--- src/rtl/pci_arb_pkg.sv ---
package pci_arb_pkg;

   // Grant phase: an owner holds the grant, or the bus is in the dead clock
   typedef enum logic {
      PH_OWN = 1'b0,
      PH_GAP = 1'b1
   } arb_phase_e;

   localparam int MAX_SLOTS = 15;

endpackage

--- src/rtl/pci_arb_elig.sv ---
module pci_arb_elig #(
   parameter int N_AG = 5
) (
   input  logic [N_AG-1:0] req_n,
   input  logic [N_AG-2:0] slot_en,
   input  logic            frame_n,
   input  logic            irdy_n,
   output logic [N_AG-1:0] elig,
   output logic            bus_idle
);

   assign elig[0]  = ~req_n[0];
   assign bus_idle = frame_n & irdy_n;

   for (genvar s = 0; s < N_AG-1; s++) begin : g_slot
      assign elig[s+1] = ~req_n[s+1] & slot_en[s];
   end

endmodule

--- src/rtl/pci_arb_pick.sv ---
module pci_arb_pick #(
   parameter int N_AG          = 5,
   parameter int IW            = 3,
   parameter bit HOST_FAV_WINS = 1'b1
) (
   input  logic [N_AG-1:0] elig,
   input  logic [N_AG-2:0] slot_en,
   input  logic            host_fav,
   input  logic [N_AG-2:0] fav_mask,
   input  logic            park_prev,
   input  logic [IW-1:0]   prev_own,
   input  logic [IW-1:0]   rr_ptr,
   input  logic            fav_due,
   output logic [IW-1:0]   win,
   output logic            any_req,
   output logic            by_rr,
   output logic            fav_win
);

   logic            slot_fav_v;
   logic [IW-1:0]   slot_fav_idx;
   logic            fav_v;
   logic [IW-1:0]   fav_idx;
   logic [N_AG-1:0] fav_bit;
   logic [N_AG-1:0] others;
   logic [IW-1:0]   rr_idx;
   logic            rr_found;
   logic            prev_ok;
   logic [IW-1:0]   park_idx;

   // lowest set bit of the favour mask names the slot
   always_comb begin
      slot_fav_v   = 1'b0;
      slot_fav_idx = '0;
      for (int i = N_AG-2; i >= 0; i--) begin
         if (fav_mask[i]) begin
            slot_fav_v   = 1'b1;
            slot_fav_idx = IW'(i+1);
         end
      end
   end

   if (HOST_FAV_WINS) begin : g_host_first
      assign fav_v   = host_fav | slot_fav_v;
      assign fav_idx = host_fav ? '0 : slot_fav_idx;
   end else begin : g_slot_first
      assign fav_v   = host_fav | slot_fav_v;
      assign fav_idx = slot_fav_v ? slot_fav_idx : '0;
   end

   always_comb begin
      fav_bit = '0;
      if (fav_v) fav_bit[fav_idx] = 1'b1;
   end

   assign others  = elig & ~fav_bit;
   assign any_req = |elig;

   // rotating search starting one past the round-robin pointer
   always_comb begin
      rr_found = 1'b0;
      rr_idx   = '0;
      for (int off = 1; off <= N_AG; off++) begin
         int c;
         c = int'(rr_ptr) + off;
         if (c >= N_AG) c = c - N_AG;
         if (!rr_found && others[c]) begin
            rr_found = 1'b1;
            rr_idx   = IW'(c);
         end
      end
   end

   always_comb begin
      prev_ok = (prev_own == '0);
      for (int i = 0; i < N_AG-1; i++) begin
         if (prev_own == IW'(i+1) && slot_en[i]) prev_ok = 1'b1;
      end
   end

   assign park_idx = (park_prev && prev_ok) ? prev_own : '0;

   assign fav_win = fav_v && elig[fav_idx] && (fav_due || (others == '0));
   assign by_rr   = any_req && !fav_win;

   always_comb begin
      if (fav_win)       win = fav_idx;
      else if (any_req)  win = rr_idx;
      else               win = park_idx;
   end

   // the chosen agent must actually be requesting when anyone is
   always_comb begin
      if (any_req) begin
         a_win_requests_r11 : assert (elig[win] || $isunknown(elig));
      end
   end

endmodule

--- src/rtl/pci_bus_arbiter.sv ---
module pci_bus_arbiter #(
   parameter int N_SLOTS       = 4,
   parameter bit HOST_FAV_WINS = 1'b1,
   localparam int N_AG         = N_SLOTS + 1,
   localparam int IW           = (N_AG > 1) ? $clog2(N_AG) : 1
) (
   input  logic               clk,
   input  logic               rst_n,
   input  logic [N_AG-1:0]    req_n,
   input  logic               frame_n,
   input  logic               irdy_n,
   input  logic [N_SLOTS-1:0] cfg_slot_en,
   input  logic               cfg_park_prev,
   input  logic               cfg_host_fav,
   input  logic [N_SLOTS-1:0] cfg_fav_slot,
   output logic [N_AG-1:0]    gnt_n
);
   import pci_arb_pkg::*;

   if (N_SLOTS < 1 || N_SLOTS > MAX_SLOTS) begin : g_bad_slots
      $error("pci_bus_arbiter: N_SLOTS out of range");
   end

   arb_phase_e      phase;
   logic [IW-1:0]   cur;
   logic [IW-1:0]   pend;
   logic [IW-1:0]   prev_own;
   logic [IW-1:0]   rr_ptr;
   logic            fav_due;

   logic [N_AG-1:0] elig;
   logic            bus_idle;
   logic [IW-1:0]   win;
   logic            any_req;
   logic            by_rr;
   logic            fav_win;
   logic            decide;

   pci_arb_elig #(.N_AG(N_AG)) u_elig (
      .req_n    (req_n),
      .slot_en  (cfg_slot_en),
      .frame_n  (frame_n),
      .irdy_n   (irdy_n),
      .elig     (elig),
      .bus_idle (bus_idle)
   );

   pci_arb_pick #(.N_AG(N_AG), .IW(IW), .HOST_FAV_WINS(HOST_FAV_WINS)) u_pick (
      .elig      (elig),
      .slot_en   (cfg_slot_en),
      .host_fav  (cfg_host_fav),
      .fav_mask  (cfg_fav_slot),
      .park_prev (cfg_park_prev),
      .prev_own  (prev_own),
      .rr_ptr    (rr_ptr),
      .fav_due   (fav_due),
      .win       (win),
      .any_req   (any_req),
      .by_rr     (by_rr),
      .fav_win   (fav_win)
   );

   assign decide = (phase == PH_OWN) && (bus_idle || !elig[cur]);

   always_ff @(posedge clk) begin
      if (!rst_n) begin
         phase    <= PH_OWN;
         cur      <= '0;
         pend     <= '0;
         prev_own <= '0;
         rr_ptr   <= '0;
         fav_due  <= 1'b1;
      end else if (phase == PH_GAP) begin
         phase <= PH_OWN;
         cur   <= pend;
      end else if (decide) begin
         if (any_req) begin
            prev_own <= win;
            fav_due  <= !fav_win;
            if (by_rr) rr_ptr <= win;
         end
         if (win != cur) begin
            phase <= PH_GAP;
            pend  <= win;
         end
      end
   end

   for (genvar k = 0; k < N_AG; k++) begin : g_gnt
      assign gnt_n[k] = !((phase == PH_OWN) && (cur == IW'(k)));

      p_gap_r4 : assert property (@(posedge clk) disable iff (!rst_n)
         !gnt_n[k] |=> (!gnt_n[k] || (&gnt_n)));

      p_busy_hold_r5 : assert property (@(posedge clk) disable iff (!rst_n)
         (!gnt_n[k] && !(frame_n && irdy_n) && elig[k]) |=> !gnt_n[k]);
   end

   for (genvar s = 0; s < N_SLOTS; s++) begin : g_dis
      p_disabled_r3 : assert property (@(posedge clk) disable iff (!rst_n)
         (!cfg_slot_en[s] && $past(!cfg_slot_en[s])) |=> gnt_n[s+1]);
   end

   p_one_grant_r2 : assert property (@(posedge clk) disable iff (!rst_n)
      $countones(~gnt_n) <= 1);

   p_reset_host_r1 : assert property (@(posedge clk)
      !rst_n |=> (gnt_n == {{N_SLOTS{1'b1}}, 1'b0}));

endmodule

--- config.mk ---
export PLATFORM = sky130hd
export DESIGN_NAME = pci_bus_arbiter
export DESIGN_NICKNAME = d
export VERILOG_FILES = /design/src/rtl/pci_arb_pkg.sv /design/src/rtl/pci_arb_elig.sv /design/src/rtl/pci_arb_pick.sv /design/src/rtl/pci_bus_arbiter.sv
export SDC_FILE = /design/constraint.sdc
export NUM_CORES = 1
export LEC_CHECK = 0
export ABC_AREA = 1
export BUFFER_PORTS_ARGS = -buffer_cell sky130_fd_sc_hd__buf_2
export CAP_MARGIN = 20
export CORE_MARGIN = 5
export CORE_UTILIZATION = 45
export CTS_CLUSTER_DIAMETER = 30
export DETAILED_ROUTE_END_ITERATION = 6
export SLEW_MARGIN = 10
export SYNTH_ARGS = -nofsm -noshare
export SYNTH_HDL_FRONTEND = slang
export SYNTH_SLANG_ARGS = --single-unit
--- constraint.sdc ---
create_clock -name clk -period 9.01 [get_ports clk]
set_input_delay 0 -clock clk [delete_from_list [all_inputs] [get_ports clk]]
set_output_delay 0 -clock clk [all_outputs]
set_load 0.02 [all_outputs]
[Word-level counts from Yosys, hierarchy flattened]
Cells that the tools add are included.
Word-level totals
  logic and storage cells: 147
  bits in registers: 14
  input port bits: 19
  output and inout port bits: 5
Cells by class
  bitwise operators: 16
  add/subtract/negate cells: 10
  $lt $le $gt $ge: 13
  reduce and logical (&&, ||, !) cells: 40
  muxes and demuxes: 53
  equal/unequal tests: 9
Operators with widths (count)
  32-bit by 4-bit greater-or-equal comparator with 1-bit output, second input constant: 5
  32-bit by 5-bit < comparator with 1-bit output, second input constant: 5
  32-bit 2-to-1 mux: 5
  32-bit by 4-bit subtractor with 32-bit output, second input constant: 5
  3-bit 2-to-1 mux: 13
  1-bit 2-to-1 mux: 26
  1-bit binary-select mux with 3-bit select: 7
  1-bit logical AND: 19
  3-bit by 2-bit equality test with 1-bit output, second input constant: 4
  1-bit logical NOT: 11
  3-bit by 2-bit adder with 4-bit output, second input constant: 2
  3-bit by 3-bit adder with 4-bit output, second input constant: 2
  3-bit by 4-bit < comparator with 1-bit output, second input constant: 2
  1-bit NOT: 8
  3-bit by 1-bit equality test with 1-bit output, second input constant: 2
  3-bit equality test, second input constant: 2
  3-bit logical NOT: 2
  3-bit AND reduction: 2
  1-bit bitwise AND: 5
  5-bit bitwise AND: 1
  5-bit logical NOT: 1
  5-bit 2-to-1 mux: 1
  5-bit NOT: 1
  5-bit OR reduction: 1
  8 further kinds: 9

[Longest topological paths before layout]
Gate-level depths: netlist of run 1.
  depth in word-level cells: 32
  depth in mapped cells: 26
  depth with buffers taken out: 26

[By module]
From an unflattened synthesis of run 1, not the netlist that was laid out.
Unflattened totals
  cell total of the unflattened synthesis: 399
  area total of the unflattened synthesis: 2200.9 um2
By module, submodules not included
  pci_arb_pick: area each 1336.3 um2, seq. area each 0.0 um2, cells each 261, times used 1
  pci_bus_arbiter: area each 813.3 um2, seq. area each 280.3 um2, cells each 127, times used 1
  pci_arb_elig: area each 51.3 um2, seq. area each 0.0 um2, cells each 11, times used 1

[Least setup slack after synthesis of run 1]
Ideal clock, no wire load.
  path type: register -> register
  from: reg rr_ptr[0]
  to: reg pend[0]
  clock period less this slack: 2.849 ns
  buffers on the path: 0
  setup time: 0.113 ns
  required time: 8.897 ns
  arrival: 2.737 ns
  setup slack: 6.161 ns
  cell stages (with the launch flop): 23
  path through: dfxtp_1 > inv_2 > ha_1 > inv_1 > fa_1 > inv_1 > nand2_2 > o21ai_0 > nand2_1 > nor2_2 > o21bai_4 > nor2_4 > nand4_1 > nand4_1 > nand2_2 > nand2_1 > nand2_1 > nor2_2 > nand2_2 > nand2_4 > nand2_1 > nand2_1 > nor2_1
On the way
  word-level cells in the longest chain between the ends: 23
  elaborated cells between the ends (all ways): 56
  classes of those cells: add/sub: 10; order compare: 5; eq/ne: 1; mux: 31; reduce/logical: 9
Ends and longest elaborated chain
  start: declaration: line pci_bus_arbiter.sv:28  | logic [IW-1:0] rr_ptr;
  start signal: assignment: line pci_bus_arbiter.sv:80  | if (by_rr) rr_ptr <= win;
  3-bit by 1-bit adder with 4-bit output: line pci_arb_pick.sv:65  | c = int'(rr_ptr) + off;
  32-bit by 4-bit subtractor with 32-bit output / 32-bit by 4-bit greater-or-equal comparator with 1-bit output (equally long branches): line pci_arb_pick.sv:66  | if (c >= N_AG) c = c - N_AG;
  32-bit 2-to-1 mux: line pci_arb_pick.sv:66
  1-bit binary-select mux with 3-bit select: line pci_arb_pick.sv:67  | if (!rr_found && others[c]) begin
  1-bit 2-to-1 mux (implied by the code) (2 in a row): line pci_arb_pick.sv:67
  1-bit 2-to-1 mux: line pci_arb_pick.sv:67
  1-bit logical NOT: line pci_arb_pick.sv:67
  1-bit logical AND: line pci_arb_pick.sv:67
  (+6 left out)
  1-bit 2-to-1 mux: line pci_arb_pick.sv:67
  1-bit logical NOT: line pci_arb_pick.sv:67
  1-bit logical AND: line pci_arb_pick.sv:67
  3-bit 2-to-1 mux (*): line pci_arb_pick.sv:67
  3-bit 2-to-1 mux (*): line pci_arb_pick.sv:88  | else if (any_req) win = rr_idx;
  3-bit 2-to-1 mux (*): line pci_arb_pick.sv:87  | if (fav_win) win = fav_idx;
  3-bit != test: line pci_bus_arbiter.sv:82  | if (win != cur) begin
  3-bit AND reduction (no source line)
  end signal: assignment: line pci_bus_arbiter.sv:84  | pend <= win;
  end: declaration: line pci_bus_arbiter.sv:26  | logic [IW-1:0] pend;
Every way passes the cells marked *; elsewhere a longest branch is shown, timed or not. The select of a mux whose other input is x is not followed.
A chain may end at the register's enable or synchronous reset.

[Worst setup path after layout of run 1]
  from: reg rr_ptr[0]
  to: reg pend[1]
Same word-level chain as after synthesis.

==> impl_metrics.env, run 1 <==
export IMPL_final_nets=412
export IMPL_critPathMaxFanout=17
export IMPL_vias=2336
export IMPL_clk_latency_ns=0.24
export IMPL_diodes=0
export IMPL_reg2reg_from="rr_ptr[0]$_SDFFE_PN0P_"
export IMPL_tightest_slew_ns=0.6587
export IMPL_num_rows=24
export IMPL_hold_path_cell_count=3
export IMPL_ios=24
export IMPL_ys_seq_area_frac=0.1404
export IMPL_fmax_mhz=274.6
export IMPL_start_util=0.4618
export IMPL_holdPathEnd="pend[0]$_SDFFE_PN0P_"
export IMPL_design_die_area_um2=5870
export IMPL_clock_sinks=14
export IMPL_post_cts_buffers=0
export IMPL_overflow=0
export IMPL_synth_distinct_cells=34
export IMPL_via_per_inst=5.395
export IMPL_netlist_instances=356
export IMPL_cts_buffers=3
export IMPL_setup_viol=0
export IMPL_ys_seq_elements=14
export IMPL_port_buffers=23
export IMPL_clock_path_buffers=2
export IMPL_busiest_layer="met1"
export IMPL_htreeDepth=1
export IMPL_ctsHoldBuffers=0
export IMPL_grt_met3_usage=0.04492
export IMPL_slew_headroom=0.5603
export IMPL_gp_congestion=0.9467
export IMPL_core_um2=4324
export IMPL_dieHeight_um=76.62
export IMPL_reg2reg_to="pend[1]$_SDFFE_PN0P_"
export IMPL_grt_max_degree=18
export IMPL_synth_simple_area_share=0.5439
export IMPL_synth_top_family_by_area="simple AND/OR/NAND/NOR gates"
export IMPL_drt_antenna_violating_nets=0
export IMPL_wl_um=5684
export IMPL_track_usage=0.1901
export IMPL_status="finished, final reports clean"
export IMPL_synth_area_um2=1997
export IMPL_synth_warnings=0
export IMPL_holdCritPathClass="input port to flop"
export IMPL_critPathLaunchType="flop"
export IMPL_synth_compound_area_share=0.1429
export IMPL_synth_area_per_cell_um2=5.609
export IMPL_path_class="flop to flop"
export IMPL_grt_pass1_vias=1966
export IMPL_antenna_found_initial=0
export IMPL_cts_clk_slew_worst_paths_ns=0.06
export IMPL_syn_num_nets=386
export IMPL_use_met1=0.2990
export IMPL_cts_resized=0
export IMPL_endpoint_kind="flop"
export IMPL_drv_cap=0
export IMPL_finalClockSkew_ns=0.0007670
export IMPL_synth_mux_area_frac=0
export IMPL_rsz0062_at_grt="no"
export IMPL_use_met2=0.2526
export IMPL_cts_root_buf="clkbuf_8"
export IMPL_area_growth_pct=11.15
export IMPL_fin_tns_setup_ns=0
export IMPL_post_route_drc_count=0
export IMPL_synth_xor_area_frac=0
export IMPL_crit_required_ns=9.15
export IMPL_synthAdderAreaFrac=0.07268
export IMPL_period_share=0.4041
export IMPL_arrival_ns=3.79
export IMPL_grt_pass1_wl_um=9384
export IMPL_drt_iter0_drc=185
export IMPL_die_x_um=76.62
export IMPL_dp_hpwl_um=4549
export IMPL_r2r_cells=23
export IMPL_period_needed_ns=3.641
export IMPL_finalHoldViolations=0
export IMPL_firstDrtPassIters=5
export IMPL_drv_slew=0
export IMPL_hold_start="rst_n"
export IMPL_r2r_slack_ns=5.37
export IMPL_drive_gt1_frac=0.1732
export IMPL_cts_tree="built"
export IMPL_avgRoutedWirePerCell_um=13.13
## per-stage QoR
step                std cells  hold slack (ns)    util  area (um2)  setup slack, ns
floorplan                 356           0.1204       -        1997            6.161
global placement          429           0.2963  0.5006        2165            5.473
detailed placement        429           0.3004  0.5006        2165            5.406
CTS                       433          0.03702  0.5133        2220            5.390
global route              433          0.05070  0.5133        2220            4.955
finish                    433          0.04472  0.5133        2220            5.369
## cells by family (layout without fill, tap and decap cells)
group           Yosys count  after routing
compound gates           48             48
simple gates            231            231
fa+ha+maj                11             11
flops                    14             14
buf+inv                  52             77
## per-layer routing
layer	up-vias	wire length, um
li1	1213	-
met1	1030	2936
met2	82	2228
met3	11	456
met4	0	63
met5	-	0
## worst max-delay path, stage by stage (launching register included)
cell and delay (ns):
dfxtp_1 0.74, inv_2 0.26, ha_1 0.53, inv_2 0.13, nand2_1 0.09, nand2_2 0.09, nand2_1 0.12, nand2_1 0.13
nand2_1 0.09, nand3_1 0.07, nand3_1 0.11, nand2_1 0.08, nor2_2 0.15, nand4_1 0.12, nand4_1 0.19, nand2_2 0.09
nand2_1 0.07, nand2_1 0.06, nor2_2 0.11, nand2_2 0.07, nand2_4 0.09, nand2_1 0.06, nand2_1 0.05, nor2_1 0.04
## sequential cells by signal (all words and copies together) (netlist names)
name      count
pend          3
phase         1
cur           3
rr_ptr        3
prev_own      3
fav_due       1
## cells in the mapped netlist
library cell | number | share of area
o21ai_2 | 1 | 0.0044
dfxtp_1 | 14 | 0.14
nand3_1 | 54 | 0.14
a21oi_1 | 15 | 0.038
a21oi_2 | 2 | 0.0088
nand4_2 | 2 | 0.013
buf_4 | 1 | 0.0038
nand3_2 | 1 | 0.0050
a41oi_1 | 1 | 0.0044
nor4_1 | 1 | 0.0031
or2_0 | 1 | 0.0031
a2111o_1 | 1 | 0.0056
o21bai_4 | 1 | 0.0094
buf_2 | 1 | 0.0025
o21ai_1 | 6 | 0.015
o21ai_0 | 16 | 0.040
o21a_1 | 1 | 0.0038
inv_1 | 44 | 0.083
or2_1 | 2 | 0.0063
ha_1 | 10 | 0.063
nand2_2 | 16 | 0.050
a31oi_1 | 2 | 0.0063
nor3_1 | 2 | 0.0050
fa_1 | 1 | 0.010
nor3_2 | 1 | 0.0050
nand2_4 | 1 | 0.0056
a211oi_1 | 2 | 0.0075
nor2_2 | 5 | 0.016
nand4_1 | 8 | 0.025
nand2_1 | 89 | 0.17
nand3_4 | 1 | 0.0088
nor2_1 | 45 | 0.085
nor2_4 | 2 | 0.011
inv_2 | 6 | 0.011
## cell usage in the layout (no fill, tap or decap), types with 2 or more instances in the layout
cell type | synthesis | routed
o21ai_1 | 6 | 6
a211oi_1 | 2 | 2
a31oi_1 | 2 | 2
dfxtp_1 | 14 | 14
buf_2 | 1 | 23
clkbuf_8 | 0 | 4
nand3_1 | 54 | 54
ha_1 | 10 | 10
nor2_4 | 2 | 2
a21oi_1 | 15 | 15
or2_1 | 2 | 2
nand4_1 | 8 | 8
nand2_1 | 89 | 89
nand4_2 | 2 | 2
nand2_2 | 16 | 16
a21oi_2 | 2 | 2
o21ai_0 | 16 | 16
inv_2 | 6 | 6
inv_1 | 44 | 44
nor2_1 | 45 | 45
nor2_2 | 5 | 5
nor3_1 | 2 | 2
## worst max-delay path by stage
stage	slack, ns	endpoint	from	depth (start not counted)
floorplan	6.16	pend[0]$_SDFFE_PN0P_	rr_ptr[0]$_SDFFE_PN0P_	22
global placement	5.47	pend[2]$_SDFFE_PN0P_	rr_ptr[0]$_SDFFE_PN0P_	22
detailed placement	5.41	pend[1]$_SDFFE_PN0P_	rr_ptr[0]$_SDFFE_PN0P_	22
CTS	5.39	pend[1]$_SDFFE_PN0P_	rr_ptr[0]$_SDFFE_PN0P_	22
global route	4.95	pend[0]$_SDFFE_PN0P_	rr_ptr[0]$_SDFFE_PN0P_	24
finish	5.37	pend[1]$_SDFFE_PN0P_	rr_ptr[0]$_SDFFE_PN0P_	23
## final cells by class
class,instances,area (um2)
multi-input cells,290,1516
flip-flops and latches,14,280.3
clock buffers,4,55.05
repair buffers,23,115.1
fillers,494,2105
inverters,50,187.7
well taps,52,65.06
Power of run 1 is not shown: default switching activity piles up to over one toggle a cycle in this logic, so the estimate is an artifact.
==> inputs of run 2 (changes only) <==
--- a/config.mk
+++ b/config.mk
@@ -12,6 +12,7 @@
 export CORE_UTILIZATION = 45
 export CTS_CLUSTER_DIAMETER = 30
 export DETAILED_ROUTE_END_ITERATION = 6
+export PLACE_DENSITY = 0.67
 export SLEW_MARGIN = 10
 export SYNTH_ARGS = -nofsm -noshare
 export SYNTH_HDL_FRONTEND = slang
==> constraint.sdc (replaced) <==
create_clock -name clk -period 3.1 [get_ports clk]
set_input_delay 0 -clock clk [delete_from_list [all_inputs] [get_ports clk]]
set_output_delay 0 -clock clk [all_outputs]
set_load 0.02 [all_outputs]
==> run 2 against run 1 <==
Sequential share of layout area decreased by 0.93 points. Hold slack worse by 0.0044 ns. Global-route usage is essentially flat. Die area unchanged. Via count rose by 2.2%. Non-clock buffer count rose by 15. Core utilization rose by 5.3 points. Largest cell class unchanged. Highest routed layer unchanged.
==> impl_metrics.env, run 2 (synthesized netlist as in run 1, its figures left out) <==
export IMPL_tightest_slew_ns=0.5686
export IMPL_grt_max_degree=17
export IMPL_grt_pass1_vias=2099
export IMPL_port_buffers=23
export IMPL_drive_gt1_frac=0.2430
export IMPL_critPathMaxFanout=7
export IMPL_area_growth_pct=22.62
export IMPL_finalClockSkew_ns=0.003197
export IMPL_vias=2387
export IMPL_drv_slew=0
export IMPL_path_class="flop to flop"
export IMPL_die_x_um=76.62
export IMPL_cp_top_family="simple AND/OR/NAND/NOR gates"
export IMPL_cts_clk_slew_worst_paths_ns=0.05
export IMPL_cts_tree="built"
export IMPL_final_nets=427
export IMPL_endpoint_kind="flop"
export IMPL_grt_pass1_wl_um=9535
export IMPL_overflow=0
export IMPL_cts_root_buf="clkbuf_8"
export IMPL_max_stage_delay_ns=0.34
export IMPL_fmax_mhz=344.3
export IMPL_htreeDepth=1
export IMPL_start_util=0.4618
export IMPL_clock_sinks=14
export IMPL_drt_antenna_violating_nets=0
export IMPL_arrival_ns=3.04
export IMPL_via_per_inst=5.340
export IMPL_clk_latency_ns=0.25
export IMPL_setup_viol=0
export IMPL_crit_required_ns=3.24
export IMPL_cts_buffers=3
export IMPL_period_needed_ns=2.905
export IMPL_clock_path_buffers=2
export IMPL_status="finished, final reports clean"
export IMPL_avgRoutedWirePerCell_um=13.13
export IMPL_drv_cap=0
export IMPL_antenna_found_initial=0
export IMPL_final_common_cell="nand2_1"
export IMPL_critPathLaunchType="flop"
export IMPL_diodes=0
export IMPL_track_usage=0.1902
export IMPL_drt_iter0_drc=171
export IMPL_slew_headroom=0.6195
export IMPL_wl_um=5871
export IMPL_post_route_drc_count=0
export IMPL_crit_slowest_cell="fa_2"
export IMPL_ios=24
export IMPL_critPathBufInv=3
export IMPL_holdCritPathClass="input port to flop"
export IMPL_hold_slack_ns=0.04032
export IMPL_final_cell_mix="86 x nand2_1, 53 x nand3_1, 45 x nor2_1, 43 x inv_1, 23 x buf_2"
export IMPL_firstDrtPassIters=4
export IMPL_path_cells="inv_2 -> ha_1 -> inv_1 -> fa_2 -> inv_2 -> nand2_4 -> o21ai_4 -> nand2_1 -> nor2_4 -> nor2_1 -> nor2_1 -> nand3_1 -> nor2_1 -> nor2_1 -> nand4_1 -> nand2_2 -> nand2_1 -> nand2_1 -> nor2_2 -> nand2_2 -> nand2_4 -> nand2_1 -> nand2_1 -> nor2_1"
export IMPL_core_um2=4324
export IMPL_num_rows=24
export IMPL_design_die_area_um2=5870
export IMPL_dp_hpwl_um=4657
export IMPL_dieHeight_um=76.62
export IMPL_fillers=472
export IMPL_period_share=0.9371
export IMPL_gp_congestion=0.9642
export IMPL_finalHoldViolations=0
run 2: changes by cell type in the layout (fill, tap and decap cells not counted), moves of 3 or more:
cell	previous run	this run
buf_4	0	14
ha_1	10	5
dfxtp_1	14	11
ha_4	0	3
nand2_1	89	86
nand2_4	1	4
run 2: tightest hold or removal path: cells and delay by family:
kind          cells  cell delay [ns]
buf+inv           1             0.14
simple gates      2             0.10
run 2: final timing paths:
check,start,end,slack [ns],cells after the start
worst max-delay path,rr_ptr[0]$_SDFFE_PN0P_,pend[2]$_SDFFE_PN0P_,0.20,24
worst min-delay path,rst_n,pend[0]$_SDFFE_PN0P_,0.04,3
worst max register to register,rr_ptr[0]$_SDFFE_PN0P_,pend[2]$_SDFFE_PN0P_,0.20,24
worst min register to register,pend[1]$_SDFFE_PN0P_,cur[1]$_SDFFE_PN0P_,0.46,2
run 2: what timing repair did:
| action | in CTS | in global routing |
|---|---|---|
| setup endpoints to repair | 4 | 4 |
| pin swaps | 0 | 10 |
| hold buffers | 0 | 0 |
| gates cloned | 0 | 0 |
| setup buffers | 0 | 6 |
| gates resized for setup | 2 | 27 |
run 2: layer usage:
metal  up-vias  wire (um)  global-route usage
met5         -          0                   0
met4         0         67             0.06119
li1       1240          -                   -
met2        58       2577              0.2902
met3         8        290             0.01655
met1      1081       2937              0.2785
run 2: final cells by class:
| type | instances | area (um2) | area share |
|---|---|---|---|
| well taps | 52 | 65.06 | 0.02657 |
| clock buffers | 3 | 41.29 | 0.01686 |
| repair buffers | 38 | 231.5 | 0.09453 |
| inverters | 50 | 187.7 | 0.07665 |
| multi-input cells | 290 | 1637 | 0.6684 |
| flip-flops and latches | 14 | 286.5 | 0.1170 |
run 2: through the flow:
step | area (um2) | utilization | setup slack (ns) | cells | setup TNS (ns)
2_1_floorplan | 1997 | - | 0.2507 | 356 | 0
3_3_place_gp | 2232 | 0.5162 | -0.02886 | 438 | -0.07660
3_5_place_dp | 2232 | 0.5162 | -0.09634 | 438 | -0.2527
4_1_cts | 2277 | 0.5266 | 0.04491 | 441 | 0
5_1_grt | 2449 | 0.5663 | -0.02020 | 447 | -0.03351
6_report | 2449 | 0.5663 | 0.1951 | 447 | 0
Power of run 2 is left out for the same reason.
==> inputs of run 3 (changes only) <==
--- a/config.mk
+++ b/config.mk
@@ -13,6 +13,7 @@
 export CTS_CLUSTER_DIAMETER = 30
 export DETAILED_ROUTE_END_ITERATION = 6
 export PLACE_DENSITY = 0.67
+export RECOVER_POWER = 100
 export SLEW_MARGIN = 10
 export SYNTH_ARGS = -nofsm -noshare
 export SYNTH_HDL_FRONTEND = slang
==> run 3 against run 2 <==
Clock-buffer cell count unchanged. Sequential share of layout area about the same. Hold slack about the same. Non-clock buffer count unchanged. Clock skew about the same. Maximum frequency about the same. Critical endpoint unchanged.
==> impl_metrics.env, run 3 (synthesized netlist as in run 1, its figures left out) <==
export IMPL_firstDrtPassIters=4
export IMPL_endpoint_kind="flop"
export IMPL_antenna_found_initial=0
export IMPL_setup_viol=0
export IMPL_final_area_um2=2442
export IMPL_critPathLaunchType="flop"
export IMPL_clock_path_buffers=2
export IMPL_wl_um=5853
export IMPL_crit_required_ns=3.24
export IMPL_htreeDepth=1
export IMPL_critPathLaunch="rr_ptr[0]$_SDFFE_PN0P_"
export IMPL_hold_slack_ns=0.04036
export IMPL_grt_pass1_vias=2099
export IMPL_cts_buffers=3
export IMPL_final_cell_mix="86 x nand2_1, 53 x nand3_1, 45 x nor2_1, 43 x inv_1, 18 x buf_2"
export IMPL_arrival_ns=3.04
export IMPL_drt_antenna_violating_nets=0
export IMPL_drv_slew=0
export IMPL_vias=2390
export IMPL_overflow=0
export IMPL_die_x_um=76.62
export IMPL_finalHoldViolations=0
export IMPL_path_class="flop to flop"
export IMPL_holdCritPathClass="input port to flop"
export IMPL_period_share=0.9371
export IMPL_hold_start="rst_n"
export IMPL_dp_hpwl_um=4657
export IMPL_slew_headroom=0.6193
export IMPL_cts_tree="built"
export IMPL_cts_clk_slew_worst_paths_ns=0.05
export IMPL_area_growth_pct=22.31
export IMPL_grt_pass1_wl_um=9535
export IMPL_post_route_drc_count=0
export IMPL_diodes=0
export IMPL_drt_iter0_drc=171
export IMPL_num_rows=24
export IMPL_placed_area_um2=2232
export IMPL_port_buffers=23
export IMPL_grt_max_degree=17
export IMPL_status="finished, final reports clean"
export IMPL_finalClockSkew_ns=0.003147
export IMPL_core_um2=4324
export IMPL_clock_sinks=14
export IMPL_critPathMaxFanout=7
export IMPL_period_needed_ns=2.905
export IMPL_final_common_cell="nand2_1"
export IMPL_dieHeight_um=76.62
export IMPL_cts_root_buf="clkbuf_8"
export IMPL_fmax_mhz=344.2
export IMPL_tightest_slew_ns=0.5690
export IMPL_gp_congestion=0.9642
export IMPL_setup_slack_ns=0.1951
export IMPL_final_nets=427
export IMPL_reg2reg_from="rr_ptr[0]$_SDFFE_PN0P_"
export IMPL_design_die_area_um2=5870
export IMPL_track_usage=0.1902
export IMPL_avgRoutedWirePerCell_um=13.09
export IMPL_clk_latency_ns=0.25
export IMPL_pre_cts_ws_ns=-0.09634
export IMPL_drive_gt1_frac=0.2304
export IMPL_start_util=0.4618
export IMPL_ios=24
export IMPL_via_per_inst=5.347
export IMPL_drv_cap=0
run 3: cell count changes in the layout (fill, tap and decap cells not counted), sizes merged:
cell | previous run | this run
buf | 38 | 33
clkbuf | 3 | 8
run 3: what timing repair did:
action                                  CTS  global route
gates cloned                              0             0
buffers inserted                          0             6
pin swaps                                 0            10
endpoints found under the setup margin    4             4
resized for setup                         2            27
hold buffers                              0             0
run 3: worst max-delay path: stages (launching register included):
cell and delay (ns):
dfxtp_2 0.32, inv_2 0.08, ha_1 0.14, inv_1 0.06, fa_2 0.34, inv_2 0.12, nand2_4 0.10, o21ai_4 0.17
nand2_1 0.11, nor2_4 0.14, nor2_1 0.06, nor2_1 0.14, nand3_1 0.11, nor2_1 0.10, nor2_1 0.05, nand4_1 0.15
nand2_2 0.09, nand2_1 0.06, nand2_1 0.06, nor2_2 0.09, nand2_2 0.07, nand2_4 0.09, nand2_1 0.06, nand2_1 0.05
nor2_1 0.05
run 3: path summary, 6_finish.rpt:
kind | cells past startpoint | endpoint | slack [ns]
worst min-delay path | 3 | pend[0]$_SDFFE_PN0P_ | 0.04
worst max register to register | 24 | pend[2]$_SDFFE_PN0P_ | 0.20
worst min register to register | 2 | cur[1]$_SDFFE_PN0P_ | 0.46
worst max-delay path | 24 | pend[2]$_SDFFE_PN0P_ | 0.20
run 3: cell type report:
class                           count  area [um2]
Clock buffer                        3       41.29
Fill cell                         476        1882
Inverter                           50       187.7
Multi-Input combinational cell    290        1637
Sequential cell                    14       286.5
Tap cell                           52       65.06
Timing Repair Buffer               38       225.2
run 3: routing by layer:
layer  vias to the layer above  track usage  routed length (um)
met5                         -            0                   0
met4                         0      0.06119                  67
met3                         8      0.01655                 287
met2                        58       0.2902                2577
met1                      1084       0.2785                2920
li1                       1240            -                   -
run 3: stage by stage:
| step | std cells | util | setup TNS, ns |
|---|---|---|---|
| 6_report | 447 | 0.5648 | 0 |
| 2_1_floorplan | 356 | - | 0 |
| 5_1_grt | 447 | 0.5648 | -0.03351 |
| 3_3_place_gp | 438 | 0.5162 | -0.07660 |
| 3_5_place_dp | 438 | 0.5162 | -0.2527 |
| 4_1_cts | 441 | 0.5266 | 0 |
Power of run 3 is left out for the same reason.
